`config.mk`:
```
export PLATFORM = sky130hd
export DESIGN_NAME = uart_req_gen
export DESIGN_NICKNAME = d
export VERILOG_FILES = /design/src/rtl/uart_req_pkg.sv /design/src/rtl/uart_req_route.sv /design/src/rtl/uart_rx_timeout.sv /design/src/rtl/uart_err_status.sv /design/src/rtl/uart_req_gen.sv
export SDC_FILE = /design/constraint.sdc
export NUM_CORES = 1
export LEC_CHECK = 0
export BUFFER_PORTS_ARGS = -buffer_cell sky130_fd_sc_hd__buf_2
export CORE_ASPECT_RATIO = 1.1
export CORE_MARGIN = 1.5
export CORE_UTILIZATION = 49
export CTS_CLUSTER_DIAMETER = 80
export DETAILED_ROUTE_END_ITERATION = 6
export GPL_TIMING_DRIVEN = 0
export PLACE_DENSITY = 0.78
export SLEW_MARGIN = 10
export SYNTH_ARGS = -nofsm -noshare
export SYNTH_HDL_FRONTEND = slang
export SYNTH_SLANG_ARGS = --single-unit
```
`constraint.sdc`:
```
create_clock -name clk_i -period 1.05 [get_ports clk_i]
set_clock_uncertainty 0.2 [all_clocks]
set_input_delay 0.105 -clock clk_i [delete_from_list [all_inputs] [get_ports clk_i]]
set_output_delay 0.105 -clock clk_i [all_outputs]
set_load 0.05 [all_outputs]
```
`src/rtl/uart_req_pkg.sv`:
```
package uart_req_pkg;

  typedef enum logic [1:0] {
    REQ_NONE  = 2'd0,
    REQ_IRQ   = 2'd1,
    REQ_DMA   = 2'd2,
    REQ_NONE3 = 2'd3
  } req_mode_e;

  localparam int ERR_OVR = 3;
  localparam int ERR_PAR = 2;
  localparam int ERR_FRM = 1;
  localparam int ERR_BRK = 0;
  localparam int ERR_W   = 4;

  localparam int FRAME_OVERHEAD = 7;

endpackage

```
`src/rtl/uart_req_route.sv`:
```
module uart_req_route
  import uart_req_pkg::*;
(
  input  logic       clk_i,
  input  logic       rst_ni,
  input  logic       req_i,
  input  logic [1:0] mode_i,
  output logic       irq_o,
  output logic       dma_o
);

  req_mode_e mode;
  logic      irq_d, irq_q;
  logic      dma_d, dma_q;

  assign mode = req_mode_e'(mode_i);

  always_comb begin
    irq_d = req_i && (mode == REQ_IRQ);
    dma_d = req_i && (mode == REQ_DMA);
  end

  always_ff @(posedge clk_i or negedge rst_ni) begin
    if (!rst_ni) begin
      irq_q <= 1'b0;
      dma_q <= 1'b0;
    end else begin
      irq_q <= irq_d;
      dma_q <= dma_d;
    end
  end

  assign irq_o = irq_q;
  assign dma_o = dma_q;

  AST_ROUTE_SILENT: assert property (@(posedge clk_i) disable iff (!rst_ni)
    (mode_i == 2'd0 || mode_i == 2'd3) |=> (!irq_o && !dma_o));
  AST_ROUTE_DMA_ONLY: assert property (@(posedge clk_i) disable iff (!rst_ni)
    (mode_i == 2'd2) |=> !irq_o);

endmodule

```
`src/rtl/uart_rx_timeout.sv`:
```
module uart_rx_timeout
  import uart_req_pkg::*;
#(
  parameter int CW    = 5,
  parameter int OSR   = 16,
  parameter int CHARS = 3
) (
  input  logic          clk_i,
  input  logic          rst_ni,
  input  logic          fifo_en_i,
  input  logic          baud_tick_i,
  input  logic [1:0]    word_len_i,
  input  logic [CW-1:0] count_i,
  input  logic [CW-1:0] trig_i,
  input  logic          push_i,
  input  logic          pop_i,
  output logic          to_next_o,
  output logic          to_o
);

  localparam int MAX_TICKS = CHARS * OSR * (FRAME_OVERHEAD + 3);
  localparam int TW        = $clog2(MAX_TICKS + 1);

  logic [TW-1:0] cnt_d, cnt_q;
  logic          to_d, to_q;
  logic [TW-1:0] lim_m1;
  logic          restart;
  logic          cnt_en;

  always_comb begin
    lim_m1  = TW'(CHARS * OSR * (FRAME_OVERHEAD + int'(word_len_i)) - 1);
    restart = !fifo_en_i || push_i || pop_i || (count_i == '0) || (count_i >= trig_i);
    cnt_en  = baud_tick_i && !to_q;
  end

  always_comb begin
    cnt_d = cnt_q;
    to_d  = to_q;
    if (restart) begin
      cnt_d = '0;
      to_d  = 1'b0;
    end else if (cnt_en) begin
      if (cnt_q == lim_m1) begin
        cnt_d = '0;
        to_d  = 1'b1;
      end else begin
        cnt_d = cnt_q + 1'b1;
      end
    end
  end

  always_ff @(posedge clk_i or negedge rst_ni) begin
    if (!rst_ni) begin
      cnt_q <= '0;
      to_q  <= 1'b0;
    end else begin
      cnt_q <= cnt_d;
      to_q  <= to_d;
    end
  end

  assign to_next_o = to_d;
  assign to_o      = to_q;

  AST_TO_NEEDS_DATA: assert property (@(posedge clk_i) disable iff (!rst_ni)
    $rose(to_o) |-> ($past(count_i) != '0));
  AST_TO_PUSH_RESTART: assert property (@(posedge clk_i) disable iff (!rst_ni)
    (push_i || pop_i) |=> !to_o);
  AST_TO_CNT_BOUND: assert property (@(posedge clk_i) disable iff (!rst_ni)
    cnt_q <= TW'(MAX_TICKS));

endmodule

```
`src/rtl/uart_err_status.sv`:
```
module uart_err_status
  import uart_req_pkg::*;
(
  input  logic             clk_i,
  input  logic             rst_ni,
  input  logic             push_i,
  input  logic             full_i,
  input  logic             parity_i,
  input  logic             frame_i,
  input  logic             break_i,
  input  logic             rd_i,
  input  logic             en_i,
  output logic [ERR_W-1:0] stat_o,
  output logic             irq_o
);

  logic [ERR_W-1:0] new_err;
  logic [ERR_W-1:0] stat_d, stat_q;
  logic             irq_d, irq_q;

  always_comb begin
    new_err          = '0;
    new_err[ERR_OVR] = push_i && full_i;
    new_err[ERR_PAR] = push_i && parity_i;
    new_err[ERR_FRM] = push_i && frame_i;
    new_err[ERR_BRK] = push_i && break_i;
  end

  always_comb begin
    stat_d = (rd_i ? '0 : stat_q) | new_err;
    irq_d  = en_i && (|new_err);
  end

  always_ff @(posedge clk_i or negedge rst_ni) begin
    if (!rst_ni) begin
      stat_q <= '0;
      irq_q  <= 1'b0;
    end else begin
      stat_q <= stat_d;
      irq_q  <= irq_d;
    end
  end

  assign stat_o = stat_q;
  assign irq_o  = irq_q;

  AST_RD_CLEARS: assert property (@(posedge clk_i) disable iff (!rst_ni)
    (rd_i && !push_i) |=> (stat_o == '0));
  AST_STAT_STICKY: assert property (@(posedge clk_i) disable iff (!rst_ni)
    (!rd_i && !push_i) |=> $stable(stat_o));
  AST_IRQ_NEEDS_EN: assert property (@(posedge clk_i) disable iff (!rst_ni)
    irq_o |-> $past(en_i));
  AST_IRQ_NEEDS_PUSH: assert property (@(posedge clk_i) disable iff (!rst_ni)
    irq_o |-> $past(push_i));

endmodule

```
`src/rtl/uart_req_gen.sv`:
```
module uart_req_gen
  import uart_req_pkg::*;
#(
  parameter int DEPTH = 16,
  parameter int CW    = $clog2(DEPTH + 1),
  parameter int OSR   = 16,
  parameter int CHARS = 3
) (
  input  logic             clk_i,
  input  logic             rst_ni,
  input  logic             fifo_en_i,
  input  logic [1:0]       rx_mode_i,
  input  logic [1:0]       tx_mode_i,
  input  logic [CW-1:0]    rx_trig_i,
  input  logic [CW-1:0]    tx_trig_i,
  input  logic [1:0]       word_len_i,
  input  logic             err_irq_en_i,
  input  logic             baud_tick_i,
  input  logic [CW-1:0]    rx_count_i,
  input  logic [CW-1:0]    tx_count_i,
  input  logic             rx_push_i,
  input  logic             rx_pop_i,
  input  logic             rx_hold_full_i,
  input  logic             tx_hold_empty_i,
  input  logic             err_parity_i,
  input  logic             err_frame_i,
  input  logic             err_break_i,
  input  logic             stat_rd_i,
  output logic             rx_irq_o,
  output logic             rx_dma_o,
  output logic             tx_irq_o,
  output logic             tx_dma_o,
  output logic             err_irq_o,
  output logic [ERR_W-1:0] err_stat_o
);

  localparam int NDIR   = 2;
  localparam int DIR_RX = 0;
  localparam int DIR_TX = 1;

  // reset: asserted asynchronously, released on a clock edge
  logic [1:0] rs_q;
  logic       rst_n_s;

  always_ff @(posedge clk_i or negedge rst_ni) begin
    if (!rst_ni) rs_q <= 2'b00;
    else         rs_q <= {rs_q[0], 1'b1};
  end
  assign rst_n_s = rs_q[1];

  logic [CW-1:0] rx_trig_eff;
  logic          rx_full;
  logic          rx_level;
  logic          tx_level;
  logic          to_next, to_q;
  logic [NDIR-1:0]      dir_req;
  logic [NDIR-1:0][1:0] dir_mode;
  logic [NDIR-1:0]      dir_irq;
  logic [NDIR-1:0]      dir_dma;

  always_comb begin
    rx_trig_eff = (rx_trig_i == '0) ? CW'(1) : rx_trig_i;
    rx_full     = fifo_en_i ? (rx_count_i == CW'(DEPTH)) : rx_hold_full_i;
    rx_level    = rx_count_i >= rx_trig_eff;
    tx_level    = tx_count_i <= tx_trig_i;
  end

  uart_rx_timeout #(
    .CW    (CW),
    .OSR   (OSR),
    .CHARS (CHARS)
  ) u_timeout (
    .clk_i       (clk_i),
    .rst_ni      (rst_n_s),
    .fifo_en_i   (fifo_en_i),
    .baud_tick_i (baud_tick_i),
    .word_len_i  (word_len_i),
    .count_i     (rx_count_i),
    .trig_i      (rx_trig_eff),
    .push_i      (rx_push_i),
    .pop_i       (rx_pop_i),
    .to_next_o   (to_next),
    .to_o        (to_q)
  );

  always_comb begin
    dir_req[DIR_RX]  = fifo_en_i ? (rx_level || to_next) : rx_hold_full_i;
    dir_req[DIR_TX]  = fifo_en_i ? tx_level : tx_hold_empty_i;
    dir_mode[DIR_RX] = rx_mode_i;
    dir_mode[DIR_TX] = tx_mode_i;
  end

  for (genvar g = 0; g < NDIR; g++) begin : g_dir
    uart_req_route u_route (
      .clk_i  (clk_i),
      .rst_ni (rst_n_s),
      .req_i  (dir_req[g]),
      .mode_i (dir_mode[g]),
      .irq_o  (dir_irq[g]),
      .dma_o  (dir_dma[g])
    );
  end

  assign rx_irq_o = dir_irq[DIR_RX];
  assign rx_dma_o = dir_dma[DIR_RX];
  assign tx_irq_o = dir_irq[DIR_TX];
  assign tx_dma_o = dir_dma[DIR_TX];

  uart_err_status u_err (
    .clk_i    (clk_i),
    .rst_ni   (rst_n_s),
    .push_i   (rx_push_i),
    .full_i   (rx_full),
    .parity_i (err_parity_i),
    .frame_i  (err_frame_i),
    .break_i  (err_break_i),
    .rd_i     (stat_rd_i),
    .en_i     (err_irq_en_i),
    .stat_o   (err_stat_o),
    .irq_o    (err_irq_o)
  );

  AST_TX_LEVEL: assert property (@(posedge clk_i) disable iff (!rst_n_s)
    (fifo_en_i && tx_mode_i == 2'd1 && tx_count_i <= tx_trig_i) |=> tx_irq_o);
  AST_RX_HOLD: assert property (@(posedge clk_i) disable iff (!rst_n_s)
    (!fifo_en_i && rx_mode_i == 2'd2 && !rx_hold_full_i) |=> !rx_dma_o);
  AST_OVR_FIFO: assert property (@(posedge clk_i) disable iff (!rst_n_s)
    (fifo_en_i && rx_push_i && rx_count_i == CW'(DEPTH)) |=> err_stat_o[ERR_OVR]);
  AST_RESET_QUIET: assert property (@(posedge clk_i)
    !rst_n_s |-> !(rx_irq_o || rx_dma_o || tx_irq_o || tx_dma_o || err_irq_o));

endmodule

```
==> results of run 1 <==
-- critical path, delay by kind of cell, from the launching register on --
kind	cells	cell delay (ns)
DFF	1	0.45
and+or+nand+nor	3	0.64
AOI/OAI and AO/OA	2	0.39
adders and majority gates	1	0.19
-- final timing paths --
kind | end | slack [ns] | start
min in group asynchronous | u_timeout.cnt_q[7]$_DFFE_PN0P_ | 0.03 | rs_q[1]$_DFF_PN0_
worst min register to register | u_timeout.cnt_q[7]$_DFFE_PN0P_ | 0.03 | rs_q[1]$_DFF_PN0_
worst max register to register | g_dir[0].u_route.dma_o$_DFF_PN0_ | -0.91 | u_timeout.cnt_q[1]$_DFFE_PN0P_
worst max-delay path | g_dir[0].u_route.dma_o$_DFF_PN0_ | -0.91 | u_timeout.cnt_q[1]$_DFFE_PN0P_
worst min-delay path | u_err.irq_o$_DFF_PN0_ | -0.02 | rx_hold_full_i
max in group asynchronous | rs_q[1]$_DFF_PN0_ | 0.11 | rst_ni
-- through the flow --
step                      TNS, ns  hold slack, ns
after global routing       -13.61         0.00232
after CTS                  -10.87         -0.0468
after detailed placement   -13.95          -0.309
final                      -12.19         -0.0156
after floorplan             -9.22          -0.391
after global placement     -13.13          -0.311
-- final cells by class --
cell class | instances | area (um^2) | area share
multi-input combinational | 112 | 1020 | 0.445
tap | 33 | 41.3 | 0.0179
sequential | 21 | 532 | 0.231
buffer | 2 | 18.8 | 0.00816
clock buffer | 3 | 22.5 | 0.00979
clock inverter | 1 | 5.00 | 0.00218
timing repair buffer | 76 | 581 | 0.252
inverter | 17 | 76.3 | 0.0332
-- timing repair --
item                                    4_1_cts  5_1_grt
hold endpoints to repair                     12        4
hold buffers                                 14        2
endpoints found under the setup margin       42       24
gates cloned                                  1        0
setup buffers                                11        3
pin swaps                                    11       13
gates resized for setup                      38       29
-- cells in the final DEF, fill, tap and decap left out, drive strengths merged, types with 2 or more instances in the layout --
cell	instances
buf	64
dfrtp	21
nand2	17
inv	17
ha	15
dlygate4sd3	14
nor2	11
a21oi	9
o21ai	7
nand3	6
nor4	6
nor4b	4
clkbuf	3
xor2	3
nand2b	3
a21boi	3
nand3b	2
or3	2
mux2i	2
o211ai	2
xnor2	2
nor2b	2
and3	2
-- cell families (layout without fill, tap and decap cells) --
logic type | count (synthesis) | count (layout) | share of synthesized area
XOR/XNOR | 5 | 5 | 0.0316
AO/OA/AOI/OAI | 29 | 29 | 0.149
multiplexers | 2 | 2 | 0.0145
AND/OR/NAND/NOR | 60 | 60 | 0.235
other | 1 | 1 | 0.00271
flip-flops | 21 | 21 | 0.379
adder cells (fa/ha/maj) | 15 | 15 | 0.136
buffers and inverters | 19 | 99 | 0.0524
-- power by group through the flow --
| stage | clock (uW) | sequential (uW) | combinational (uW) |
|---|---|---|---|
| global placement | 0 | 878 | 405 |
| global route | 466 | 878 | 681 |
| finish | 434 | 874 | 644 |
| detailed placement | 0 | 880 | 428 |
| CTS | 401 | 870 | 580 |
| floorplan | 0 | 964 | 177 |
-- flip-flops by register name, summed over array words and instances, names as in the netlist --
register,count
u_err.irq_o,1
rs_q,2
g_dir.u_route.dma_o,2
u_timeout.cnt_q,9
u_err.stat_o,4
u_timeout.to_o,1
g_dir.u_route.irq_o,2
-- per-layer routing --
metal / GRT usage / part of all wire / vias up
li1: - / - / 690
met1: 0.326 / 0.36 / 720
met2: 0.563 / 0.53 / 96
met3: 0.0457 / 0.060 / 24
met4: 0.176 / 0.055 / 0
met5: 0 / 0 / -
==> impl_metrics.py, run 1 <==
metrics = {
    "sta": {
        "slew_viol_final": 0,
        "setup_viol": 26,
        "rsz0062_at_grt": "true",
        "max_freq_mhz": 511,
        "fin_crit_sh": 1.86,
        "hold_slack_ns": -0.0156,
        "hold_viol_final": 1,
        "worst_slack_ns": -0.906,
        "post-route-min-period_ns": 1.96,
    },
    "setup_path": {
        "cp_slowest_stage_delay_ns": 0.45,
        "critPathKind": "reg -> reg",
        "slowest_stage": "dfrtp_1",
        "crit_chain": "ha_4, nand3_4, nor4_4, a21boi_4, a2111oi_4, nor4b_2",
        "cp_max_fo": 3,
        "end_kind": "register",
        "start_kind": "register",
        "rr_worst_depth": 6,
        "cp_data_required_time_ns": 1.09,
        "crit_arrival_ns": 2.00,
    },
    "pwr": {
        "internal-power_uw": 1290,
        "irDropWorstVdd_uv": 958,
        "p_clk_frac": 0.222,
        "p_sw_uw": 664,
        "finalPower_uw": 1950,
        "leakage_uw": 0.00105,
        "power_frac_comb": 0.330,
        "seqPwrFrac": 0.448,
        "powerDensity_nw_per_um2": 848,
        "swShare": 0.340,
    },
    "global_route": {
        "grt_usage": 0.309,
        "grt_max_degree": 20,
        "grt_first_pass_wirelength_um": 6890,
        "grt_pass1_vias": 1551,
        "grt-ovfl-total": 0,
        "antenna_found_initial": 0,
    },
    "layout": {
        "finalNonFillerCells": 265,
        "finish.utilization": 0.844,
        "drive_above_1_share": 0.496,
        "nets": 287,
        "insertedDiodeCount": 0,
        "areaGrowthSynthToFinish_pct": 66.1,
        "fin_area_um2": 2300,
        "fillers": 129,
    },
    "clock_tree": {
        "clock_path_buffers": 2,
        "path_clk_slew_ns": 0.13,
        "h-tree-depth": 1,
        "root_buffer": "clkbuf_4",
        "cts_made_buffers": 3,
        "cts_num_sinks": 21,
        "insertion_delay_ns": 0.33,
        "tritoncts": "built",
    },
    "job": {
        "drv_cap": 0,
    },
    "place": {
        "place_ws_ns": -1.10,
        "placed_cell_area_um2": 1730,
        "dp.cells": 232,
        "numPortBuffers": 47,
        "gp_routability_congestion": 0.808,
        "hpwlAfterDp_um": 2560,
    },
    "hold_path": {
        "worst_hold_path_type": "in -> reg",
        "hold_path_depth": 4,
    },
    "die": {
        "die_w_um": 53.7,
        "fp.dieH_um": 58.8,
        "initial_utilization": 0.508,
        "die_area_um2": 3150,
        "core_um2": 2730,
        "num_rows": 20,
        "io_pins": 48,
    },
    "logic_synthesis": {
        "synthTopCellsByArea": "dfrtp_1 (38%), ha_1 (14%), inv_1 (4.6%)",
        "synth_nets": 206,
        "synth_edf_count": 0,
        "ys_types": 41,
        "yosys.area.top_type": "dfrtp_1",
        "ys_ff_latch": 21,
        "synthFlopType": "dfrtp_1",
        "async_reset_ff_frac": 1.00,
        "synth-seq-area-share": 0.379,
        "yosysWarnings": 0,
        "syn_area_um2": 1390,
        "synthCells": 152,
        "synthTopCellsByCount": "dfrtp_1 (21), inv_1 (17), nand2_1 (17)",
        "yosysMostFrequentCell": "dfrtp_1",
        "syn_area_per_cell_um2": 9.11,
        "yosysTopAreaCellShare": 0.379,
    },
    "detailed_routing": {
        "wl_um": 5070,
        "vias_per_cell": 5.77,
        "firstDrtPassIters": 4,
        "vias": 1530,
        "final_antenna_net_count": 0,
        "drc_errors": 0,
        "drtIter0Drc": 54,
        "routedWlPerCell_um": 19.1,
    },
    "status": {
        "failed_checks": "negative hold slack, negative setup slack",
        "outcome": "complete, but fails checks",
    },
}
Power figures use the tool's default switching activity.
==> inputs of run 2 (changes only) <==
==> constraint.sdc (replaced) <==
create_clock -name clk_i -period 1.05 [get_ports clk_i]
set_clock_uncertainty 0.2 [all_clocks]
set_input_delay 0.1575 -clock clk_i [delete_from_list [all_inputs] [get_ports clk_i]]
set_output_delay 0.1575 -clock clk_i [all_outputs]
set_load 0.05 [all_outputs]
==> impl_metrics.py, run 2 (synthesis results as in run 1) <==
metrics = {
    "place": {
        "hpwlAfterDp_um": 2500,
        "gp_routability_congestion": 0.804,
        "numPortBuffers": 47,
        "place_ws_ns": -1.15,
    },
    "pwr": {
        "internal-power_uw": 1280,
        "power_frac_comb": 0.329,
        "irDropWorstVdd_uv": 614,
        "seqPwrFrac": 0.458,
        "swShare": 0.327,
        "p_clk_frac": 0.213,
        "p_sw_uw": 621,
        "powerDensity_nw_per_um2": 826,
        "leakage_uw": 0.00106,
    },
    "layout": {
        "areaGrowthSynthToFinish_pct": 66.1,
        "final_common_cell": "buf_2",
        "nets": 285,
        "multi_input_area_um2": 1030,
        "regMostFlops": "u_timeout.cnt_q",
        "largest_reg_flops": 9,
        "drive_above_1_share": 0.500,
        "final_cell_mix": "buf_2 (32), buf_6 (18), nand2_1 (17)",
        "finish.utilization": 0.844,
        "insertedDiodeCount": 0,
        "fillers": 140,
        "register_area_um2": 532,
    },
    "setup_path": {
        "cp_slowest_stage_delay_ns": 0.45,
        "slowest_stage": "dfrtp_1",
        "start_kind": "register",
        "rr_worst_depth": 7,
        "critPathTopFamily": "simple AND/OR/NAND/NOR gates",
        "cpMostUsedCell": "buf_6",
        "critPathKind": "reg -> reg",
        "cp_num_cells": 7,
        "crit_arrival_ns": 1.97,
        "cp_max_fo": 3,
        "crit_chain": "xnor2_2, or3b_4, a21boi_4, buf_6, buf_6, nand3b_1, a21oi_2",
        "path_buf_inv": 2,
        "end_kind": "register",
        "cp_data_required_time_ns": 1.05,
    },
    "job": {
        "drv_cap": 0,
    },
    "global_route": {
        "grt_pass1_vias": 1464,
        "grt-ovfl-total": 0,
        "grt_usage": 0.284,
        "grt_first_pass_wirelength_um": 6470,
        "grt_max_degree": 20,
        "antenna_found_initial": 0,
    },
    "hold_path": {
        "hold_path_depth": 3,
        "worst_hold_path_type": "in -> reg",
    },
    "die": {
        "num_rows": 20,
        "io_pins": 48,
        "initial_utilization": 0.508,
        "die_area_um2": 3150,
        "die_w_um": 53.7,
        "core_um2": 2730,
        "fp.dieH_um": 58.8,
    },
    "detailed_routing": {
        "routedWlPerCell_um": 17.6,
        "wl_um": 4640,
        "drc_errors": 0,
        "firstDrtPassIters": 4,
        "vias_per_cell": 5.71,
        "final_antenna_net_count": 0,
        "vias": 1501,
        "drtIter0Drc": 64,
    },
    "sta": {
        "setup_viol": 25,
        "max_freq_mhz": 509,
        "hold_viol_final": 2,
        "hold_slack_ns": -0.0811,
        "post-route-min-period_ns": 1.96,
        "worst_slack_ns": -0.914,
        "rsz0062_at_grt": "true",
        "fin_crit_sh": 1.87,
        "slew_viol_final": 0,
    },
    "clock_tree": {
        "tritoncts": "built",
        "insertion_delay_ns": 0.31,
        "cts_num_sinks": 21,
        "path_clk_slew_ns": 0.13,
        "clock_path_buffers": 2,
        "root_buffer": "clkbuf_4",
        "h-tree-depth": 1,
        "cts_made_buffers": 3,
    },
    "status": {
        "outcome": "complete, but fails checks",
        "failed_checks": "negative hold slack, negative setup slack",
    },
}
==> run 2: worst min-delay path, cell delays in order <==
cell and delay (ns):
buf_2 0.10, nand2_1 0.06, o21ai_0 0.08
==> run 2: what timing repair did <==
action	in CTS	in global routing
hold endpoints to repair	12	5
gates cloned	1	0
hold buffers	13	2
buffers inserted	7	7
resized for setup	41	30
pin swaps	11	13
endpoints found under the setup margin	44	29
==> run 2: per-stage QoR <==
stage	total power [uW]	instances	area [um^2]	TNS (ns)
CTS	1810	257	2110	-11.06
finish	1900	263	2300	-12.29
global placement	1280	232	1730	-13.92
detailed placement	1310	232	1730	-14.62
global route	1980	263	2300	-13.43
floorplan	1140	152	1460	-10.05
==> run 2: cell type report <==
type | count | share of cell area
Multi-Input combinational cell | 112 | 0.447
Inverter | 17 | 0.0332
Timing Repair Buffer | 74 | 0.252
Clock buffer | 3 | 0.00979
Sequential cell | 21 | 0.231
Clock inverter | 1 | 0.00218
Buffer | 2 | 0.00707
Tap cell | 33 | 0.0179
==> run 2: path summary, 6_finish.rpt <==
| check | startpoint | endpoint | slack (ns) |
|---|---|---|---|
| hold / removal | err_frame_i | u_err.stat_o[1]$_DFF_PN0_ | -0.08 |
| max in group asynchronous | rst_ni | rs_q[1]$_DFF_PN0_ | 0.03 |
| hold reg to reg | rs_q[1]$_DFF_PN0_ | u_err.irq_o$_DFF_PN0_ | 0.01 |
| setup reg to reg | u_timeout.cnt_q[7]$_DFFE_PN0P_ | u_timeout.cnt_q[1]$_DFFE_PN0P_ | -0.91 |
| min in group asynchronous | rs_q[1]$_DFF_PN0_ | u_err.irq_o$_DFF_PN0_ | 0.01 |
| setup / recovery | u_timeout.cnt_q[7]$_DFFE_PN0P_ | u_timeout.cnt_q[1]$_DFFE_PN0P_ | -0.91 |
==> run 2: layer usage <==
metal  vias to the layer above  track usage  share of wire
li1                        687            -              -
met1                       716        0.306           0.36
met2                        73        0.544           0.55
met3                        25       0.0228          0.045
met4                         0        0.121          0.045
met5                         -            0              0
==> run 2: power groups by stage <==
stage	Sequential [uW]	Clock (uW)	Combinational (uW)
3_3_place_gp	878	0	405
6_report	871	404	626
3_5_place_dp	879	0	427
4_1_cts	870	398	545
5_1_grt	877	434	670
2_1_floorplan	964	0	177
